--- config.mk ---
export PLATFORM = sky130hd
export DESIGN_NAME = cru_access_unit
export DESIGN_NICKNAME = d
export VERILOG_FILES = /design/src/rtl/cru_pkg.sv /design/src/rtl/cru_decode.sv /design/src/rtl/cru_alu.sv /design/src/rtl/cru_regfile.sv /design/src/rtl/cru_access_unit.sv
export SDC_FILE = /design/constraint.sdc
export NUM_CORES = 1
export LEC_CHECK = 0
export ABC_AREA = 0
export BUFFER_PORTS_ARGS = -buffer_cell sky130_fd_sc_hd__buf_2
export CAP_MARGIN = 20
export CORE_AREA = 3 3 338 257
export DETAILED_ROUTE_END_ITERATION = 6
export DIE_AREA = 0 0 341 260
export PLACE_DENSITY = 0.44
export SKIP_LAST_GASP = 1
export SLEW_MARGIN = 20
export SYNTH_ARGS = -nofsm -noshare
export SYNTH_HDL_FRONTEND = slang
export SYNTH_HIERARCHICAL = 1
export SYNTH_SLANG_ARGS = --single-unit
--- constraint.sdc ---
create_clock -name clk -period 1.8 [get_ports clk]
set_clock_uncertainty 0.05 [all_clocks]
set_input_delay 0.27 -clock clk [delete_from_list [all_inputs] [get_ports clk]]
set_output_delay 0.27 -clock clk [all_outputs]
set_load 0.005 [all_outputs]
--- src/rtl/cru_pkg.sv ---
package cru_pkg;

   typedef enum logic [1:0] {
      OP_NONE  = 2'b00,
      OP_WRITE = 2'b01,
      OP_SET   = 2'b10,
      OP_CLEAR = 2'b11
   } cr_op_e;

   localparam int unsigned ADDR_W   = 12;
   localparam int unsigned NUM_RW   = 7;
   localparam logic [ADDR_W-1:0] ADDR_HARTID = 12'hF14;

   // storage slot -> address; slot order is internal only
   function automatic logic [ADDR_W-1:0] rw_addr(input int unsigned slot);
      case (slot)
         0:       rw_addr = 12'h300;
         1:       rw_addr = 12'h302;
         2:       rw_addr = 12'h305;
         3:       rw_addr = 12'h340;
         4:       rw_addr = 12'h341;
         5:       rw_addr = 12'h342;
         6:       rw_addr = 12'h343;
         default: rw_addr = 12'h000;
      endcase
   endfunction

endpackage

--- src/rtl/cru_decode.sv ---
module cru_decode import cru_pkg::*; #(
   parameter int unsigned NREG = NUM_RW
) (
   input  logic [ADDR_W-1:0] addr_i,
   input  logic [1:0]        priv_i,
   input  cr_op_e            op_i,
   input  logic              wr_attempt_i,
   output logic [NREG-1:0]   sel_o,
   output logic              hid_hit_o,
   output logic              illegal_o
);

   localparam int unsigned RO_HI   = ADDR_W - 1;
   localparam int unsigned RO_LO   = ADDR_W - 2;
   localparam int unsigned PRIV_HI = ADDR_W - 3;
   localparam int unsigned PRIV_LO = ADDR_W - 4;

   logic known;
   logic read_only;
   logic priv_ok;

   for (genvar g = 0; g < NREG; g++) begin : g_match
      assign sel_o[g] = (addr_i == rw_addr(g));
   end

   assign hid_hit_o = (addr_i == ADDR_HARTID);
   assign known     = (|sel_o) | hid_hit_o;
   assign read_only = (addr_i[RO_HI:RO_LO] == 2'b11);
   assign priv_ok   = (priv_i >= addr_i[PRIV_HI:PRIV_LO]);

   assign illegal_o = ~known
                    | ~priv_ok
                    | (read_only & wr_attempt_i)
                    | (op_i == OP_NONE);

endmodule

--- src/rtl/cru_alu.sv ---
module cru_alu import cru_pkg::*; #(
   parameter int unsigned XLEN  = 64,
   parameter int unsigned IMM_W = 5
) (
   input  cr_op_e            op_i,
   input  logic              use_imm_i,
   input  logic [IMM_W-1:0]  src_idx_i,
   input  logic [XLEN-1:0]   src_val_i,
   input  logic [XLEN-1:0]   old_i,
   output logic [XLEN-1:0]   new_o,
   output logic              wr_attempt_o
);

   logic [XLEN-1:0] src;

   assign src = use_imm_i ? XLEN'(src_idx_i) : src_val_i;

   always_comb begin
      unique case (op_i)
         OP_WRITE: new_o = src;
         OP_SET:   new_o = old_i | src;
         OP_CLEAR: new_o = old_i & ~src;
         default:  new_o = old_i;
      endcase
   end

   // the index field (immediate or register number) gates set/clear writes
   always_comb begin
      unique case (op_i)
         OP_WRITE:         wr_attempt_o = 1'b1;
         OP_SET, OP_CLEAR: wr_attempt_o = (src_idx_i != '0);
         default:          wr_attempt_o = 1'b0;
      endcase
   end

endmodule

--- src/rtl/cru_regfile.sv ---
module cru_regfile #(
   parameter int unsigned XLEN = 64,
   parameter int unsigned NREG = 7
) (
   input  logic                 clk,
   input  logic                 rst_n,
   input  logic [NREG-1:0]      wen_i,
   input  logic [XLEN-1:0]      wdata_i,
   input  logic [NREG-1:0]      sel_i,
   output logic [XLEN-1:0]      rdata_o,
   output logic [NREG*XLEN-1:0] flat_o
);

   for (genvar g = 0; g < NREG; g++) begin : g_reg
      logic [XLEN-1:0] q;
      always_ff @(posedge clk or negedge rst_n) begin
         if (!rst_n)
            q <= '0;
         else if (wen_i[g])
            q <= wdata_i;
      end
      assign flat_o[g*XLEN +: XLEN] = q;
   end

   // unselected or unknown addresses read as zero
   always_comb begin
      rdata_o = '0;
      for (int i = 0; i < NREG; i++) begin
         if (sel_i[i])
            rdata_o = rdata_o | flat_o[i*XLEN +: XLEN];
      end
   end

endmodule

--- src/rtl/cru_access_unit.sv ---
module cru_access_unit import cru_pkg::*; #(
   parameter int unsigned XLEN   = 64,
   parameter int unsigned IMM_W  = 5,
   parameter int unsigned INSN_W = 32
) (
   input  logic              clk,
   input  logic              rst_n,
   input  logic              exec_i,
   input  logic [1:0]        op_i,
   input  logic [ADDR_W-1:0] addr_i,
   input  logic [IMM_W-1:0]  src_idx_i,
   input  logic              use_imm_i,
   input  logic [XLEN-1:0]   src_val_i,
   input  logic [1:0]        priv_i,
   input  logic [INSN_W-1:0] insn_i,
   output logic              done_o,
   output logic              rd_we_o,
   output logic [XLEN-1:0]   rd_val_o,
   output logic              illegal_o,
   output logic [XLEN-1:0]   trap_info_o
);

   localparam int unsigned FLAT_W = NUM_RW * XLEN;

   if (XLEN < INSN_W) begin : g_bad_xlen
      $error("XLEN must hold the instruction word");
   end
   if (IMM_W == 0 || IMM_W > XLEN) begin : g_bad_imm
      $error("IMM_W out of range");
   end

   cr_op_e              op;
   logic [NUM_RW-1:0]   sel;
   logic [NUM_RW-1:0]   wen;
   logic                hid_hit;
   logic                illegal_d;
   logic                wr_attempt;
   logic [XLEN-1:0]     old_val;
   logic [XLEN-1:0]     new_val;
   logic [FLAT_W-1:0]   reg_flat;
   logic                commit;

   assign op = cr_op_e'(op_i);

   cru_decode #(.NREG(NUM_RW)) u_dec (
      .addr_i       (addr_i),
      .priv_i       (priv_i),
      .op_i         (op),
      .wr_attempt_i (wr_attempt),
      .sel_o        (sel),
      .hid_hit_o    (hid_hit),
      .illegal_o    (illegal_d)
   );

   cru_alu #(.XLEN(XLEN), .IMM_W(IMM_W)) u_alu (
      .op_i         (op),
      .use_imm_i    (use_imm_i),
      .src_idx_i    (src_idx_i),
      .src_val_i    (src_val_i),
      .old_i        (old_val),
      .new_o        (new_val),
      .wr_attempt_o (wr_attempt)
   );

   assign commit = exec_i & ~illegal_d & wr_attempt;
   assign wen    = sel & {NUM_RW{commit}};

   cru_regfile #(.XLEN(XLEN), .NREG(NUM_RW)) u_rf (
      .clk     (clk),
      .rst_n   (rst_n),
      .wen_i   (wen),
      .wdata_i (new_val),
      .sel_i   (sel),
      .rdata_o (old_val),
      .flat_o  (reg_flat)
   );

   // hart identifier has no storage: it reads through the zero default
   always_ff @(posedge clk or negedge rst_n) begin
      if (!rst_n) begin
         done_o      <= 1'b0;
         rd_we_o     <= 1'b0;
         rd_val_o    <= '0;
         illegal_o   <= 1'b0;
         trap_info_o <= '0;
      end else begin
         done_o      <= exec_i;
         rd_we_o     <= exec_i & ~illegal_d;
         illegal_o   <= exec_i & illegal_d;
         rd_val_o    <= (exec_i & ~illegal_d & ~hid_hit) ? old_val : '0;
         trap_info_o <= (exec_i & illegal_d) ? XLEN'(insn_i) : '0;
      end
   end

endmodule

Word-level counts from Yosys, hierarchy flattened
Index checks and enable logic that the tools add are counted.

Register bits: 579. Bits of input ports: 121. Output and inout bits: 131. Logic and storage cells: 64.

Magnitude comparators: 1. Equal/unequal tests: 12. Muxes and demuxes: 12. Bitwise logic cells: 23. Reduce and logical (&&, ||, !) cells: 4.

Operator list (number): two-way mux 64 bit (9); OR 64 bit (7); one-hot mux 64 bit (3 select lines) (1); equality test 12 x 10 -> 1 bit (second input constant) (7); bitwise AND 64 bit (1); NOT 64 bit (1); two-way mux 32 bit (1); equality test 12 bit (second input constant) (1); bitwise AND 7 bit (1); OR reduction 7 bit (1); equality test 2 bit (second input constant) (3); bitwise AND 1 bit (5); nonzero test 5 bit (1); NOT 1 bit (4); OR 1 bit (4); equality test 2 x 1 -> 1 bit (second input constant) (1); >= comparator 2 bit (1); zero test 2 bit (1); one-hot mux 1 bit (2 select lines) (1); OR reduction 2 bit (1).

Longest topological paths before layout
Depth in word-level cells: 16. Mapped depth: 13. Depth with buffers taken out: 8.

Hierarchy
The synthesis kept the hierarchy.

Modules (own cells, without submodules): cru_regfile (instances 1, cells each 1250, area an instance 19035.8 µm², sequential area each 11210.8 µm²); cru_access_unit (instances 1, cells each 266, area an instance 3902.5 µm², sequential area each 2477.4 µm²); cru_alu (instances 1, cells each 289, area an instance 1855.5 µm², sequential area each 0.0 µm²); cru_decode (instances 1, cells each 41, area an instance 304.0 µm², sequential area each 0.0 µm²).

Least setup slack after synthesis
OpenSTA, ideal clock, no wires.

Kind: input to register. Start point: input op_i[1]. End point: register u_rf.g_reg[2].q[10]. Setup time: 125 ps. Arrival time: 2740 ps. Data required time: 1625 ps. Slack: -1115 ps. Stages on the path: 11. Path buffers: 5. Path through: buf_2 -> or4b_1 -> o31a_1 -> a311oi_1 -> o31ai_1 -> buf_6 -> buf_4 -> and4b_1 -> buf_4 -> buf_6 -> mux2_2.

Word-level cells in the longest chain between the ends: 10. Elaborated cells on any way between the ends: 14. Classes of those cells: eq/ne: 3; mux: 2; bitwise: 7; reduce/logical: 2.

Ends and longest elaborated chain: from (decl) (line cru_access_unit.sv:9) `input logic [1:0] op_i,`; equality test 2 bit (line cru_alu.sv:29) `unique case (op_i)`; OR reduction 2 bit (line cru_alu.sv:29); one-hot mux 1 bit (2 select lines) (*) (line cru_alu.sv:29); named net wr_attempt (line cru_access_unit.sv:37) `logic wr_attempt;`; bitwise AND 1 bit (*) (line cru_decode.sv:33) `| (read_only & wr_attempt_i)`; OR 1 bit (*) (line cru_decode.sv:33); OR 1 bit (*) (line cru_decode.sv:34) `| (op_i == OP_NONE);`; named net illegal_d (line cru_access_unit.sv:36) `logic illegal_d;`; NOT 1 bit (*) (line cru_access_unit.sv:65) `assign commit = exec_i & ~illegal_d & wr_attempt;`; bitwise AND 1 bit (*) (2 in a row) (line cru_access_unit.sv:65); bitwise AND 7 bit (*) (line cru_access_unit.sv:66) `assign wen = sel & {NUM_RW{commit}};`; named net wen[2] (line cru_access_unit.sv:34) `logic [NUM_RW-1:0] wen;`; to (signal assigned) (line cru_regfile.sv:20) `q <= wdata_i;`; to (decl) (line cru_regfile.sv:15) `logic [XLEN-1:0] q;`.

Mark *: on every way through the listed nets, which the timed path passes. The rest lies on a longest branch. A chain may end at the register's enable or synchronous reset.

Worst setup path after layout
Start point: input src_idx_i[4]. End point: register u_rf.g_reg[6].q[5].

Word-level cells in the longest chain between the ends: 9.

Ends and longest elaborated chain: from (decl) (line cru_access_unit.sv:11) `input logic [IMM_W-1:0] src_idx_i,`; nonzero test 5 bit (line cru_alu.sv:31) `OP_SET, OP_CLEAR: wr_attempt_o = (src_idx_i != '0);`; one-hot mux 1 bit (2 select lines) (line cru_alu.sv:29); named net wr_attempt (line cru_access_unit.sv:37); bitwise AND 1 bit (line cru_decode.sv:33); OR 1 bit (line cru_decode.sv:33); OR 1 bit (line cru_decode.sv:34); named net illegal_d (line cru_access_unit.sv:36); NOT 1 bit (line cru_access_unit.sv:65); bitwise AND 1 bit (2 in a row) (line cru_access_unit.sv:65); bitwise AND 7 bit (line cru_access_unit.sv:66); named net wen[6] (line cru_access_unit.sv:34); to (signal assigned) (line cru_regfile.sv:20); to (decl) (line cru_regfile.sv:15).

The timed path passes the listed nets, and every way through them passes these cells.

==> impl_results.md <==
* Outcome: finished with violations
* Failing checks: setup timing
* Reg2Reg Capture Point: u_rf/g_reg[3].q[6]$_DFFE_PN0P_
* Post-DP HPWL at 49800 um
* Yosys top cell area share at 54.5%
* Nets at approximately 2.4k
* Final hold vios at 0
* Max Slew Vio Count at 0
* GRT Util Overall at between 15 and 20%
* Area grow syn2layout at 31.2%
* Multiplexer area fraction after synthesis at slightly above 20%
* Seq cells post-synth at 547
* Final WL at 82900 um
* Compound-Gate Fraction of Synth Area at roughly 9.0%
* DP Worst Slack at -1.26 ns
* First-pass GRT wire length at 117000 um
* Yosys warnings at 6
* Largest family of logic cells by synthesized area: multiplexers
* Total power at 27.0 mW
* Ys async rst share at 100%
* Post-Synth Adder-Cell Area at less than 1%
* Worst path max stage delay at 0.52 ns
* Hold EP: done_o$_DFF_PN0_
* Slew headroom at 29.4%
* Worst-Margin Slew at 1.06 ns
* Worst R2R Path Depth at 6
* Crit share post-route at 138%
* Critical Path RT at between 2 and 2.5 ns
* Vias at between 15k and 20k
* Max Freq at 403 MHz
* Max Cap Violations at 0
* Gpl congestion at about 0.76
* R2R Setup Slk at -0.16 ns
* Htree depth at 3
* IR drop worst, VDD at around 0.00055 V
* Placed cell count at 3277
* DR pass1 iterations at 6
* Non-filler cells, final at 3469
* Number of flops mapped to enable cells by yosys at 0
* DRC Markers at 0
* Final Critical Period at approximately 2.5 ns
* TritonCTS Buffers at 66
* Antenna violations before repair at 8
* Cells taking the most area after synthesis: dfrtp_1 55%, mux2_2 20%, a22oi_1 3.8%
* Global route overflow at 0
* Syn Area/Cell at 13.6 um^2
* Vias in the first global route at 18.5k
* Post-Synth Simple-Gate Area at between 7 and 8%
* Final setup viols at 546
* Arrival @ worst endpoint at 2.90 ns
* Hold WS at 0.141 ns
* Clock insertion delay at the later pin of the skew report at around 0.61 ns
* Peak fanout along the critical path at 10
* Crit Path Class: in2reg
* Startpoint class of the critical path: input pin
* Worst setup margin at -0.682 ns
* Filler cell count at ~8k
* CTS tree: built
* Hold Crit Start: exec_i
* CP Cell Sequence: buf_6, or4b_4, o31a_1, a311oi_4, buf_4, o31ai_4, and4b_4, buf_12, clkbuf_16, mux2_2
* Die area at approximately 90000 um^2
* Critical Path Sink Type: flop
* Root Buffer Master: clkbuf_16
* CTS max path bufs at 3
* Core Region at 83700 um^2
* Post-Syn Instances at 1846
* Drt via density at 5.09
* Synth Area in XOR/XNOR at 2.09%
* Post-synthesis sequential area ratio at 54.5%
* Most used flip-flop cell after synthesis: dfrtp_1
* P_leak at 15.7 nW
* Slowest-stage cell, CP: or4b_4
* Mapped cell area at around 25000 um^2
* Wirelength per Cell at approximately 24 um
* Die Y-Extent at ~260 um
* Clock transition at path regs at roughly 0.060 ns
* Ports at between 200 and 300
* Storage cell area at between 10000 and 15000 um^2
* RR Startpoint: u_rf/g_reg[1].q[6]$_DFFE_PN0P_
* Area of the multi-input gates at 10800 um^2
* Worst hold-check path type: in2reg
* FP Rows at 92
* 1st-iter DRT viols at 1308
* Port bufs at 219
* Post-route ant nets at 0
* Die W at 341 um
* Clk sinks at 547
* Initial core utilization at 30.0%
* Hold Path Depth at 2
* Largest area contributor in the netlist: dfrtp_1
* RSZ-0062 raised after global routing: yes
* Share of cells above drive strength 1 at 47.9%
* Largest net degree at the start of global routing at 100
* Setup_tns at -304.57 ns
* Yosys cell types at 43
* Power per cell area at 819 nW/um^2
## routing by layer
metal	wire length, um	up-vias	global-route usage, %
met5	54	-	0
met4	1600	8	4.02
met3	5150	112	4.05
met2	37000	532	27.0
met1	39000	9264	24.1
li1	-	7747	-
## metrics by stage
| step | area, um^2 | utilization [%] |
|---|---|---|
| floorplan | 25400 | - |
| global placement | 29100 | 34.8 |
| detailed placement | 29100 | 34.8 |
| CTS | 31600 | 37.8 |
| global route | 32900 | 39.4 |
| finish | 32900 | 39.4 |
## power by group
group          internal [mW]  switching (mW)
logic                  0.624           0.928
clock network           7.77            5.32
registers               12.3          0.0111
## how the worst max path moves through the flow
stage | from | to | slack (ns) | cells past startpoint
after CTS | src_idx_i[4] | u_rf/g_reg[2].q[41]$_DFFE_PN0P_ | -0.58 | 10
after floorplan | src_idx_i[4] | u_rf/g_reg[2].q[10]$_DFFE_PN0P_ | -0.99 | 10
after detailed placement | src_idx_i[4] | u_rf/g_reg[3].q[30]$_DFFE_PN0P_ | -1.26 | 8
final | src_idx_i[4] | u_rf/g_reg[6].q[5]$_DFFE_PN0P_ | -0.68 | 10
after global placement | src_idx_i[4] | u_rf/g_reg[2].q[30]$_DFFE_PN0P_ | -1.20 | 8
after global routing | src_idx_i[4] | u_rf/g_reg[0].q[55]$_DFFE_PN0P_ | -0.70 | 10
## final cells by class
type | instances | share of cell area, %
repair buffers | 538 | 15.1
flip-flops and latches | 547 | 41.6
clock inverters | 20 | 0.688
multi-input cells | 1141 | 32.7
inverters | 2 | 0.0228
diodes | 2 | 0.0152
clock buffers | 91 | 5.63
well taps | 1128 | 4.28
## layout by cell type, fill, tap and decap left out, types with 5 or more instances in the layout
cell / netlist / layout
xnor2_1: 59 / 59
and4bb_2: 38 / 38
nor2_1: 10 / 6
a222oi_1: 64 / 64
buf_16: 0 / 5
clkinv_2: 0 / 11
nor2b_1: 42 / 42
mux2_2: 453 / 309
dlygate4sd3_1: 0 / 33
clkbuf_8: 0 / 11
nand3_1: 65 / 65
clkbuf_1: 22 / 14
nor4bb_1: 25 / 23
and4b_4: 0 / 7
and2b_1: 19 / 19
buf_2: 53 / 215
a21oi_1: 126 / 126
buf_12: 0 / 72
and3_1: 32 / 32
clkbuf_16: 0 / 86
conb_1: 1 / 32
mux2i_1: 5 / 5
a22oi_1: 128 / 128
dfrtp_1: 547 / 547
buf_4: 43 / 185
mux2_4: 0 / 144
buf_6: 67 / 5
## synthesized netlist by cell type (2+ instances only)
cell and number:
nand3_1 65, and3_1 32, dfrtp_1 547, nor3_1 4, a22oi_1 128, and4b_1 8
inv_1 2, nor2b_1 42, clkbuf_2 3, mux2_2 453, clkbuf_1 22, a21oi_1 126
nor2_1 10, a222oi_1 64, buf_2 53, nand2_1 4, buf_4 43, nand4b_1 2
nand2b_1 3, buf_6 67, and2b_1 19, and4bb_2 38, nand2_2 2, nor4b_2 3
xnor2_1 59, nor4bb_1 25, ha_1 2, mux2i_1 5
## what timing repair did
action	in CTS	in global routing
setup buffers	7	13
cloned	2	25
setup endpoints to repair	546	546
gates resized for setup	7	142
pin swaps	0	2
hold endpoints to repair	492	0
hold buffers	33	0
## kinds of logic after synthesis
logic type / count (synthesis)
DFF: 547
muxes: 458
AOI/OAI and AO/OA: 321
and+or+nand+nor: 267
buffers and inverters: 190
xor gates and xnor gates: 60
adders and majority gates: 2
other: 1
## worst max-delay path, delay by kind of cell
kind	cells	cell delay, ns
mux	1	0.34
simple gates	2	0.89
buf+inv	4	0.65
compound gates	3	0.74
## registers in the layout, indices dropped and copies added (netlist names)
name and cells:
rd_we_o 1, rd_val_o 64, done_o 1, u_rf/g.q 448, illegal_o 1, trap_info_o 32
Note: power is estimated with default switching activity, not from simulation.
